===== src/rtl/ptw_pkg.sv =====
package ptw_pkg;

  typedef enum logic {
    S_IDLE = 1'b0,
    S_WAIT = 1'b1
  } walk_state_e;

  typedef enum logic [1:0] {
    PG_4K = 2'd0,
    PG_2M = 2'd1,
    PG_1G = 2'd2
  } pg_size_e;

  typedef enum logic [1:0] {
    ACC_READ  = 2'd0,
    ACC_WRITE = 2'd1,
    ACC_FETCH = 2'd2
  } acc_kind_e;

endpackage


===== src/rtl/ptw_mode_reg.sv =====
module ptw_mode_reg (
  input  logic clk,
  input  logic rst,
  input  logic paging_en,
  input  logic chg_valid,
  input  logic chg_five,
  output logic five_q
);

  always_ff @(posedge clk) begin
    if (rst) begin
      five_q <= 1'b0;
    end else if (chg_valid && !paging_en) begin
      five_q <= chg_five;
    end
  end

  // while paging is on, the level mode must not move
  assert_mode_refused_R9: assert property (@(posedge clk) disable iff (rst)
    paging_en |=> (five_q == $past(five_q)));

endmodule


===== src/rtl/ptw_index_sel.sv =====
module ptw_index_sel #(
  parameter int LA_W    = 57,
  parameter int IDX_W   = 9,
  parameter int OFF_W   = 12,
  parameter int MAX_LVL = 5,
  parameter int LVL_W   = 3
) (
  input  logic [LA_W-1:0]  laddr,
  input  logic [LVL_W-1:0] lvl,
  output logic [IDX_W-1:0] idx
);

  logic [IDX_W-1:0] slice [1:MAX_LVL];

  for (genvar g = 1; g <= MAX_LVL; g++) begin : g_slice
    assign slice[g] = laddr[OFF_W + IDX_W*(g-1) +: IDX_W];
  end

  always_comb begin
    idx = '0;
    for (int k = 1; k <= MAX_LVL; k++) begin
      if (lvl == LVL_W'(k)) idx = slice[k];
    end
  end

endmodule


===== src/rtl/ptw_rights.sv =====
module ptw_rights (
  input  logic clk,
  input  logic rst,
  input  logic clr,
  input  logic upd,
  input  logic ent_w,
  input  logic ent_u,
  input  logic ent_nx,
  output logic cmb_w,
  output logic cmb_u,
  output logic cmb_nx
);

  logic acc_w, acc_u, acc_nx;

  always_ff @(posedge clk) begin
    if (rst) begin
      acc_w  <= 1'b1;
      acc_u  <= 1'b1;
      acc_nx <= 1'b0;
    end else if (clr) begin
      acc_w  <= 1'b1;
      acc_u  <= 1'b1;
      acc_nx <= 1'b0;
    end else if (upd) begin
      acc_w  <= cmb_w;
      acc_u  <= cmb_u;
      acc_nx <= cmb_nx;
    end
  end

  assign cmb_w  = acc_w & ent_w;
  assign cmb_u  = acc_u & ent_u;
  assign cmb_nx = acc_nx | ent_nx;

  // a lost write right stays lost until the next walk starts
  assert_w_sticky_R7: assert property (@(posedge clk) disable iff (rst)
    (!acc_w && !clr) |=> !acc_w);

  // a no-execute mark stays until the next walk starts
  assert_nx_sticky_R7: assert property (@(posedge clk) disable iff (rst)
    (acc_nx && !clr) |=> acc_nx);

endmodule


===== src/rtl/ptw_leaf_addr.sv =====
module ptw_leaf_addr #(
  parameter int PA_W  = 52,
  parameter int IDX_W = 9,
  parameter int OFF_W = 12
) (
  input  logic [PA_W-1:OFF_W]           frame,
  input  logic [OFF_W+2*IDX_W-1:0]      low_la,
  input  ptw_pkg::pg_size_e             size,
  output logic [PA_W-1:0]               paddr
);

  localparam int B2M = OFF_W + IDX_W;
  localparam int B1G = OFF_W + 2*IDX_W;

  always_comb begin
    unique case (size)
      ptw_pkg::PG_1G: paddr = {frame[PA_W-1:B1G], low_la[B1G-1:0]};
      ptw_pkg::PG_2M: paddr = {frame[PA_W-1:B2M], low_la[B2M-1:0]};
      default:        paddr = {frame[PA_W-1:OFF_W], low_la[OFF_W-1:0]};
    endcase
  end

endmodule


===== src/rtl/pt_walker.sv =====
module pt_walker #(
  parameter int PA_W    = 52,
  parameter int ENT_W   = 64,
  parameter int IDX_W   = 9,
  parameter int OFF_W   = 12,
  parameter int MAX_LVL = 5,
  parameter int LA_W    = OFF_W + IDX_W*MAX_LVL
) (
  input  logic             clk,
  input  logic             rst,
  input  logic             paging_en,
  input  logic             mode_req_valid,
  input  logic             mode_req_five,
  output logic             mode_five,
  input  logic [PA_W-1:0]  root_base,
  input  logic             req_valid,
  output logic             req_ready,
  input  logic [LA_W-1:0]  req_laddr,
  input  logic [1:0]       req_kind,
  output logic             mem_rd_valid,
  output logic [PA_W-1:0]  mem_rd_addr,
  input  logic             mem_rsp_valid,
  input  logic [ENT_W-1:0] mem_rsp_data,
  output logic             res_valid,
  output logic             res_fault,
  output logic [PA_W-1:0]  res_paddr,
  output logic [1:0]       res_size,
  output logic             res_writable,
  output logic             res_user,
  output logic             res_nx
);
  import ptw_pkg::*;

  localparam int LVL_W   = $clog2(MAX_LVL + 1);
  localparam int ENT_LG  = $clog2(ENT_W / 8);
  localparam int B1G     = OFF_W + 2*IDX_W;
  localparam int P_BIT   = 0;
  localparam int W_BIT   = 1;
  localparam int U_BIT   = 2;
  localparam int PS_BIT  = 7;
  localparam int NX_BIT  = ENT_W - 1;
  localparam logic [LVL_W-1:0] LVL_1G = LVL_W'(3);
  localparam logic [LVL_W-1:0] LVL_2M = LVL_W'(2);
  localparam logic [LVL_W-1:0] LVL_PT = LVL_W'(1);

  walk_state_e      st_q;
  logic [LVL_W-1:0] lvl_q;
  logic [LA_W-1:0]  laddr_q;
  acc_kind_e        kind_q;

  logic [LVL_W-1:0] top_lvl;
  logic [IDX_W-1:0] start_idx, next_idx;
  logic             take, present, is_1g, is_2m, is_leaf, done, descend, start;
  logic             cmb_w, cmb_u, cmb_nx, rights_bad;
  pg_size_e         leaf_size;
  logic [PA_W-1:0]  leaf_paddr;
  logic             unused_bits;

  ptw_mode_reg u_mode (
    .clk       (clk),
    .rst       (rst),
    .paging_en (paging_en),
    .chg_valid (mode_req_valid),
    .chg_five  (mode_req_five),
    .five_q    (mode_five)
  );

  assign top_lvl   = mode_five ? LVL_W'(MAX_LVL) : LVL_W'(MAX_LVL - 1);
  assign req_ready = (st_q == S_IDLE);
  assign start     = req_ready && req_valid;

  ptw_index_sel #(.LA_W(LA_W), .IDX_W(IDX_W), .OFF_W(OFF_W), .MAX_LVL(MAX_LVL), .LVL_W(LVL_W))
    u_idx_start (.laddr(req_laddr), .lvl(top_lvl), .idx(start_idx));

  ptw_index_sel #(.LA_W(LA_W), .IDX_W(IDX_W), .OFF_W(OFF_W), .MAX_LVL(MAX_LVL), .LVL_W(LVL_W))
    u_idx_next (.laddr(laddr_q), .lvl(lvl_q - LVL_W'(1)), .idx(next_idx));

  // response decode
  assign take    = (st_q == S_WAIT) && mem_rsp_valid && !mem_rd_valid;
  assign present = mem_rsp_data[P_BIT];
  assign is_1g   = (lvl_q == LVL_1G) && mem_rsp_data[PS_BIT];
  assign is_2m   = (lvl_q == LVL_2M) && mem_rsp_data[PS_BIT];
  assign is_leaf = (lvl_q == LVL_PT) || is_1g || is_2m;
  assign done    = take && (!present || is_leaf);
  assign descend = take && present && !is_leaf;

  always_comb begin
    if (is_1g)      leaf_size = PG_1G;
    else if (is_2m) leaf_size = PG_2M;
    else            leaf_size = PG_4K;
  end

  ptw_leaf_addr #(.PA_W(PA_W), .IDX_W(IDX_W), .OFF_W(OFF_W)) u_leaf (
    .frame  (mem_rsp_data[PA_W-1:OFF_W]),
    .low_la (laddr_q[B1G-1:0]),
    .size   (leaf_size),
    .paddr  (leaf_paddr)
  );

  ptw_rights u_rights (
    .clk    (clk),
    .rst    (rst),
    .clr    (start),
    .upd    (descend),
    .ent_w  (mem_rsp_data[W_BIT]),
    .ent_u  (mem_rsp_data[U_BIT]),
    .ent_nx (mem_rsp_data[NX_BIT]),
    .cmb_w  (cmb_w),
    .cmb_u  (cmb_u),
    .cmb_nx (cmb_nx)
  );

  assign rights_bad = ((kind_q == ACC_WRITE) && !cmb_w) ||
                      ((kind_q == ACC_FETCH) && cmb_nx);

  always_ff @(posedge clk) begin
    if (rst) begin
      st_q         <= S_IDLE;
      lvl_q        <= '0;
      laddr_q      <= '0;
      kind_q       <= ACC_READ;
      mem_rd_valid <= 1'b0;
      mem_rd_addr  <= '0;
      res_valid    <= 1'b0;
      res_fault    <= 1'b0;
      res_paddr    <= '0;
      res_size     <= 2'd0;
      res_writable <= 1'b0;
      res_user     <= 1'b0;
      res_nx       <= 1'b0;
    end else begin
      mem_rd_valid <= 1'b0;
      res_valid    <= 1'b0;
      unique case (st_q)
        S_IDLE: begin
          if (req_valid) begin
            laddr_q      <= req_laddr;
            kind_q       <= acc_kind_e'(req_kind);
            lvl_q        <= top_lvl;
            mem_rd_valid <= 1'b1;
            mem_rd_addr  <= {root_base[PA_W-1:OFF_W], start_idx, ENT_LG'(0)};
            st_q         <= S_WAIT;
          end
        end
        S_WAIT: begin
          if (descend) begin
            lvl_q        <= lvl_q - LVL_W'(1);
            mem_rd_valid <= 1'b1;
            mem_rd_addr  <= {mem_rsp_data[PA_W-1:OFF_W], next_idx, ENT_LG'(0)};
          end else if (done) begin
            res_valid    <= 1'b1;
            res_fault    <= !present || rights_bad;
            res_paddr    <= (!present || rights_bad) ? '0 : leaf_paddr;
            res_size     <= leaf_size;
            res_writable <= cmb_w;
            res_user     <= cmb_u;
            res_nx       <= cmb_nx;
            st_q         <= S_IDLE;
          end
        end
        default: st_q <= S_IDLE;
      endcase
    end
  end

  assign unused_bits = ^{root_base[OFF_W-1:0], mem_rsp_data[PS_BIT-1:U_BIT+1],
                         mem_rsp_data[OFF_W-1:PS_BIT+1], mem_rsp_data[NX_BIT-1:PA_W]};

  // a read request lasts one cycle and is never back to back
  assert_single_read_R11: assert property (@(posedge clk) disable iff (rst)
    mem_rd_valid |=> !mem_rd_valid);

  // no new translate is accepted while a read is in flight
  assert_busy_read_R11: assert property (@(posedge clk) disable iff (rst)
    mem_rd_valid |-> !req_ready);

  // result is a single-cycle pulse
  assert_result_pulse_R13: assert property (@(posedge clk) disable iff (rst)
    res_valid |=> !res_valid);

  // a faulted result carries no address
  assert_fault_addr_R6: assert property (@(posedge clk) disable iff (rst)
    (res_valid && res_fault) |-> (res_paddr == '0));

  // a waiting walk is always at a legal level
  assert_level_range_R2: assert property (@(posedge clk) disable iff (rst)
    (st_q == S_WAIT) |-> (lvl_q >= LVL_PT && lvl_q <= LVL_W'(MAX_LVL)));

endmodule


===== config.mk =====
export PLATFORM = sky130hd
export DESIGN_NAME = pt_walker
export DESIGN_NICKNAME = d
export VERILOG_FILES = /design/src/rtl/ptw_pkg.sv /design/src/rtl/ptw_mode_reg.sv /design/src/rtl/ptw_index_sel.sv /design/src/rtl/ptw_rights.sv /design/src/rtl/ptw_leaf_addr.sv /design/src/rtl/pt_walker.sv
export SDC_FILE = /design/constraint.sdc
export NUM_CORES = 1
export LEC_CHECK = 0
export BUFFER_PORTS_ARGS = -buffer_cell sky130_fd_sc_hd__buf_2
export CORE_AREA = 3 3 135 137
export CTS_CLUSTER_DIAMETER = 50
export DETAILED_ROUTE_END_ITERATION = 12
export DIE_AREA = 0 0 138 140
export GPL_ROUTABILITY_DRIVEN = 0
export PLACE_DENSITY = 0.75
export SETUP_SLACK_MARGIN = 0.4
export SYNTH_ARGS = -nofsm -noshare
export SYNTH_HDL_FRONTEND = slang
export SYNTH_SLANG_ARGS = --single-unit

===== constraint.sdc =====
create_clock -name clk -period 2.2 [get_ports clk]
set_clock_uncertainty 0.15 [all_clocks]
set_input_delay 0.11 -clock clk [delete_from_list [all_inputs] [get_ports clk]]
set_output_delay 0.11 -clock clk [all_outputs]
set_load 0.02 [all_outputs]

==> impl_metrics.csv, run 1 <==
group,metric,value,unit
outcome,status,"complete, no violations",
timing,min_period,2084,ps
layout,final_layout_size_suffix_gt1_frac,0.3252,
synthesis,synth_edf_count,0,
critical_path,cp-start-kind,"flop",
critical_path,critPathMaxFanout,34,
clock_tree,cts_root_buffer,"clkbuf_16",
routing,ant_nets,0,
power,power.switching,2.238,mW
timing,timing.final.crit_share,0.9471,
routing,detail_route.first_pass.iterations,4,
routing,drc,0,
layout,areaGrowthSynthToFinish,59.52,%
floorplan,die_y,140,um
global_route,grt_usage,0.2729,
layout,fin_util,0.6938,
power,clkPwrFrac,0.375,
synthesis,syn_area,7471,sq um
power,swShare,0.2711,
global_route,grt_max_degree,112,
layout,final_net_count,1406,
power,peakVddDrop,495.8,uV
critical_path,slowest_stage,"dfxtp_4",
power,p_seq_frac,0.421,
global_route,grt_pass1_vias,8146,
timing,drv_slew,0,
place,hpwl,16.24,mm
synthesis,ys_seq_area_frac,0.4716,
routing,drt-total-wl,28.69,mm
global_route,grt_pass1_wl,43.13,mm
critical_path,end_kind,"flop",
synthesis,synth.distinct_cells,48,
place,portBuffers,261,
clock_tree,cts_sinks,176,
routing,wl_per_cell,19.70,um
routing,drt-initial-drc-count,489,
global_route,antenna_found_initial,1,
floorplan,rows,48,
critical_path,slowest_delay,360,ps
synthesis,avgSynthCellArea,9.339,sq um
worst_hold_path,hold_class,"input port to flop",
floorplan,dieArea,19320,sq um
power,p_per_area,692.7,nW/um^2
floorplan,start_util,0.4350,
clock_tree,clock_path_buffers,2,
critical_path,cpMostUsedCell,"buf_12",
critical_path,path_buf_inv,2,
timing,slew_headroom,0.5953,
timing,tightest_slew,605.2,ps
synthesis,synthCells,800,
flow_run,drv_cap,0,
power,combPwrFrac,0.204,
floorplan,core-area,17180,sq um
power,p_int,6.017,mW
clock_tree,htreeDepth,4,
floorplan,die_x,138,um
synthesis,synth_ff_type,"dfxtp_1",
power,finalPower,8.255,mW
synthesis,async_flop_share,0,
floorplan,io_pins,296,
clock_tree,numCtsBuffers,17,
synthesis,yosys_warnings,0,
critical_path,cpLargestDelayFamily,"compound AO/OA/AOI/OAI gates",
clock_tree,cts_tree,"done",
critical_path,cp_cell_sequence,"ha_2 -> or2_4 -> a211oi_4 -> buf_12 -> nor3_4 -> buf_12 -> a22o_1",
critical_path,critPathKind,"flop to flop",
routing,vias_per_cell,5.552,
timing,finalSetupViolations,0,
timing,max_clock_freq,479.9,MHz
critical_path,critPathRequiredTime,2360,ps
clock_tree,clkTransAtPathRegs,70,ps
critical_path,arrival,2240,ps
power,p_leak,5.127,nW
routing,vias,8083,
timing,setup-tns-final,0,ps
synthesis,synth-seq-cells,176,
clock_tree,clock_latency,420,ps
timing,hold_viol,0,
global_route,gr-total-overflow,0,
timing,grt_setup_unrepaired,"true",
power groups by stage:
stage | combinational (mW) | sequential, mW | clock [mW]
3_5_place_dp | 1.20 | 3.54 | 0
5_1_grt | 1.80 | 3.49 | 3.26
4_1_cts | 1.53 | 3.47 | 3.13
6_report | 1.69 | 3.48 | 3.09
2_1_floorplan | 0.622 | 3.63 | 0
3_3_place_gp | 1.18 | 3.53 | 0
cells in the final DEF (no fill, tap or decap), types with 20 or more instances in the layout:
cell type	count
inv_1	20
dlygate4sd3_1	146
dfxtp_1	172
mux2i_1	59
a211oi_1	75
a21oi_1	81
nand2_1	140
a22o_1	35
buf_4	28
clkbuf_16	26
buf_2	260
path summary, 6_finish.rpt:
kind / end / from / cells after the start / slack [ps]
worst max-delay path: res_paddr[31]$_SDFFE_PP0P_ / lvl_q[0]$_SDFFE_PP0P_ / 7 / 120
worst min-delay path: lvl_q[1]$_SDFFE_PP0P_ / mem_rsp_valid / 5 / 60
worst max register to register: res_paddr[31]$_SDFFE_PP0P_ / lvl_q[0]$_SDFFE_PP0P_ / 7 / 120
worst min register to register: laddr_q[47]$_SDFFE_PP0P_ / laddr_q[47]$_SDFFE_PP0P_ / 2 / 310
cell usage after synthesis (all sizes together), types with 2 or more instances:
cell	n	area, sq um
nor3	5	30.03
a21oi	82	421.7
and2	2	12.51
o31ai	2	15.01
buf	31	215.2
nand3b	19	142.6
a32o	2	20.02
o221ai	2	17.52
nor2	8	30.03
mux2i	59	590.6
o21ai	14	77.58
ha	5	62.56
a211oi	82	628.1
nand2	141	529.3
a22o	35	306.5
clkbuf	44	166.4
dfxtp	176	3523
nor2b	5	33.78
o2bb2ai	18	157.7
o211ai	9	67.56
mux2	9	101.4
inv	22	82.58
a221oi	9	78.83
nand2b	4	25.02
sequential cells by signal, summed over array words and instances, names as in the netlist, 2 cells and up:
name	cells
mem_rd_addr	49
res_size	2
kind_q	2
laddr_q	57
lvl_q	3
res_paddr	52
cells by family after synthesis:
| kind of cell | Yosys count | synth area share |
|---|---|---|
| muxes | 68 | 0.09262 |
| xor gates and xnor gates | 2 | 0.002345 |
| adders and majority gates | 5 | 0.008374 |
| and+or+nand+nor | 188 | 0.1114 |
| AOI/OAI and AO/OA | 263 | 0.2510 |
| DFF | 176 | 0.4716 |
| buffers and inverters | 97 | 0.06213 |
| other | 1 | 0.0005019 |
through the flow:
step | std cells | worst slack [ps] | cell area (sq um) | hold WS (ps)
final | 1456 | 116.4 | 11920 | 64.97
after global routing | 1456 | 61.82 | 11920 | 84.03
after CTS | 1441 | 132.3 | 11570 | 29.90
after detailed placement | 1244 | 44.31 | 9123 | 200.3
after global placement | 1244 | 73.12 | 9123 | 188.0
after floorplan | 802 | 260.7 | 7562 | 70.23
worst reg2reg max path, stage by stage, from the launching register on:
cell	delay, ps
dfxtp_4	360
ha_2	190
or2_4	280
a211oi_4	250
buf_12	200
nor3_4	60
buf_12	190
a22o_1	290
per-layer routing:
metal	GRT usage	vias to the layer above	part of all wire
met2	0.4625	418	0.48
met4	0.1336	0	0.048
li1	-	3736	-
met1	0.3298	3839	0.40
met5	0	-	0
met3	0.05872	90	0.068
timing repair:
item,CTS,global route
gates resized for setup,22,15
hold endpoints to repair,157,0
gates cloned,5,12
pin swaps,5,7
setup buffers,16,2
hold buffers,146,0
endpoints found under the setup margin,116,117
area by class of cell:
| type | instances | area [sq um] |
|---|---|---|
| well taps | 225 | 281.5 |
| inverters | 22 | 85.08 |
| clock inverters | 9 | 133.9 |
| diodes | 1 | 2.502 |
| repair buffers | 473 | 3772 |
| clock buffers | 21 | 460.4 |
| flip-flops and latches | 176 | 3533 |
| multi-input cells | 529 | 3649 |
| fillers | 1288 | 5259 |
(Power assumes the default switching activity.)
==> inputs of run 2 (changes only) <==
--- a/constraint.sdc
+++ b/constraint.sdc
@@ -4,2 +4,2 @@
 set_output_delay 0.11 -clock clk [all_outputs]
-set_load 0.02 [all_outputs]
+set_load 0.05 [all_outputs]
==> impl_metrics.csv, run 2 (same netlist as run 1, synthesis figures left out) <==
group,metric,value,unit
outcome,status,"complete, no violations",
layout,final_net_count,1406,
layout,fin_area,11900,sq um
worst_hold_path,whs_path_depth,4,
floorplan,die_y,140,um
timing,grt_setup_unrepaired,"true",
timing,min_period,2105,ps
critical_path,critPathKind,"flop to flop",
critical_path,cp-start-kind,"flop",
critical_path,cpLargestDelayFamily,"compound AO/OA/AOI/OAI gates",
clock_tree,clkTransAtPathRegs,70,ps
power,p_leak,5.113,nW
place,hpwl,15.54,mm
clock_tree,cts_tree,"done",
timing,max_clock_freq,475.2,MHz
critical_path,slowest_stage,"a211o_4",
place,pre_cts_ws,3.301,ps
floorplan,dieArea,19320,sq um
layout,fin_util,0.6930,
routing,detail_route.first_pass.iterations,5,
clock_tree,cts_root_buffer,"clkbuf_16",
timing,whs,31.02,ps
floorplan,die_x,138,um
place,portBuffers,261,
critical_path,cp_num_cells,7,
layout,fillers,1272,
floorplan,start_util,0.4350,
routing,wl_per_cell,20.36,um
timing,timing.final.crit_share,0.9566,
global_route,grt_max_degree,67,
place,placed_area,9072,sq um
layout,largest-register,"laddr_q",
power,p_per_area,697.9,nW/um^2
global_route,grt_usage,0.2726,
timing,slew_headroom,0.4544,
critical_path,slowest_delay,380,ps
critical_path,path_buf_inv,2,
floorplan,io_pins,296,
routing,wl_met2,14.22,mm
clock_tree,numCtsBuffers,17,
layout,stdcell_count,1457,
timing,drv_slew,0,
critical_path,rr_worst_depth,7,
routing,drt-initial-drc-count,674,
clock_tree,clock_path_buffers,2,
routing,drt-total-wl,29.66,mm
global_route,antenna_found_initial,2,
layout,final_cell_mix,"260 x buf_2, 172 x dfxtp_1, 148 x dlygate4sd3_1, 141 x nand2_1",
global_route,grt_pass1_wl,42.81,mm
layout,largestRegisters,"laddr_q x57, res_paddr x52, mem_rd_addr x49",
layout,layout_commonest_cell,"buf_2",
power,finalPower,8.307,mW
place,dp_cells,1239,
timing,hold_viol,0,
flow_run,drv_cap,0,
routing,vias,8194,
critical_path,critPathRequiredTime,2310,ps
clock_tree,clock_latency,430,ps
timing,setup-tns-final,0,ps
routing,highest_layer,"met4",
routing,vias_per_cell,5.624,
routing,drc,0,
layout,largest_register_ffs,57,
critical_path,cp_cell_sequence,"ha_2 -> or2_4 -> a211o_4 -> o21ai_4 -> buf_4 -> buf_12 -> a211oi_1",
timing,finalSetupViolations,0,
worst_hold_path,hold_class,"input port to flop",
clock_tree,htreeDepth,4,
floorplan,rows,48,
global_route,grt_pass1_vias,7895,
routing,route.met3.wl,1.951,mm
power,peakVddDrop,584.6,uV
timing,setup_ws,95.48,ps
global_route,gr-total-overflow,0,
critical_path,end_kind,"flop",
critical_path,arrival,2220,ps
layout,areaGrowthSynthToFinish,59.32,%
clock_tree,cts_sinks,176,
routing,drt-met1-wl,12.00,mm
timing,tightest_slew,818.3,ps
critical_path,critPathMaxFanout,11,
layout,final_layout_size_suffix_gt1_frac,0.3325,
routing,ant_nets,0,
floorplan,core-area,17180,sq um
-- run 2: changes by cell type in the layout (fill, tap and decap cells not counted), moves of 2 or more --
| cell | delta |
|---|---|
| o2bb2ai_1 | -15 |
| o2bb2ai_2 | +15 |
| a211oi_1 | +5 |
| a211oi_2 | -5 |
| buf_12 | -5 |
| buf_4 | +3 |
| bufinv_16 | -2 |
| dlygate4sd3_1 | +2 |
| inv_4 | +2 |
-- run 2: worst register-to-register path, delay by kind of cell (launching register included) --
kind,cells,cell delay [ps]
AND/OR/NAND/NOR,1,270
AO/OA/AOI/OAI,3,680
flip-flops,1,360
buffers and inverters,2,290
adder cells (fa/ha/maj),1,190
-- run 2: final timing paths --
| path | startpoint | endpoint | slack, ps |
|---|---|---|---|
| setup / recovery | lvl_q[0]$_SDFFE_PP0P_ | mem_rd_addr[46]$_SDFFE_PP0P_ | 100 |
| hold / removal | mem_rsp_data[7] | res_size[1]$_SDFFE_PP0P_ | 30 |
| setup reg to reg | lvl_q[0]$_SDFFE_PP0P_ | mem_rd_addr[46]$_SDFFE_PP0P_ | 100 |
| hold reg to reg | u_rights.acc_w$_SDFFE_PP1P_ | u_rights.acc_w$_SDFFE_PP1P_ | 300 |
-- run 2: final cells by class --
class                   count  area [sq um]  share of cell area
repair buffers            473          3726              0.3130
multi-input cells         529          3717              0.3123
flip-flops and latches    176          3533              0.2969
clock buffers              22         474.2             0.03984
well taps                 225         281.5             0.02365
inverters                  22         85.08            0.007148
clock inverters             8         80.08            0.006728
diodes                      2         5.005           0.0004205
-- run 2: report_power, final --
part           switching [mW]  internal [mW]  leakage, nW
clock                    1.26           1.64        0.269
combinational            1.12          0.804         3.40
sequential              0.124           3.36         1.44
total                    2.50           5.81         5.11
-- run 2: timing repair --
| item | in CTS | in global routing |
|---|---|---|
| hold buffers | 148 | 0 |
| endpoints found under the setup margin | 118 | 119 |
| gates resized for setup | 13 | 37 |
| cloned | 7 | 10 |
| buffers inserted | 15 | 6 |
| pin swaps | 12 | 11 |
| endpoints found under the hold margin | 157 | 0 |
-- run 2: metal layers --
layer  vias up  track usage
met5         -            0
met4         0       0.1331
met3       125      0.05394
met2       465       0.4486
met1      3875       0.3437
li1       3729            -
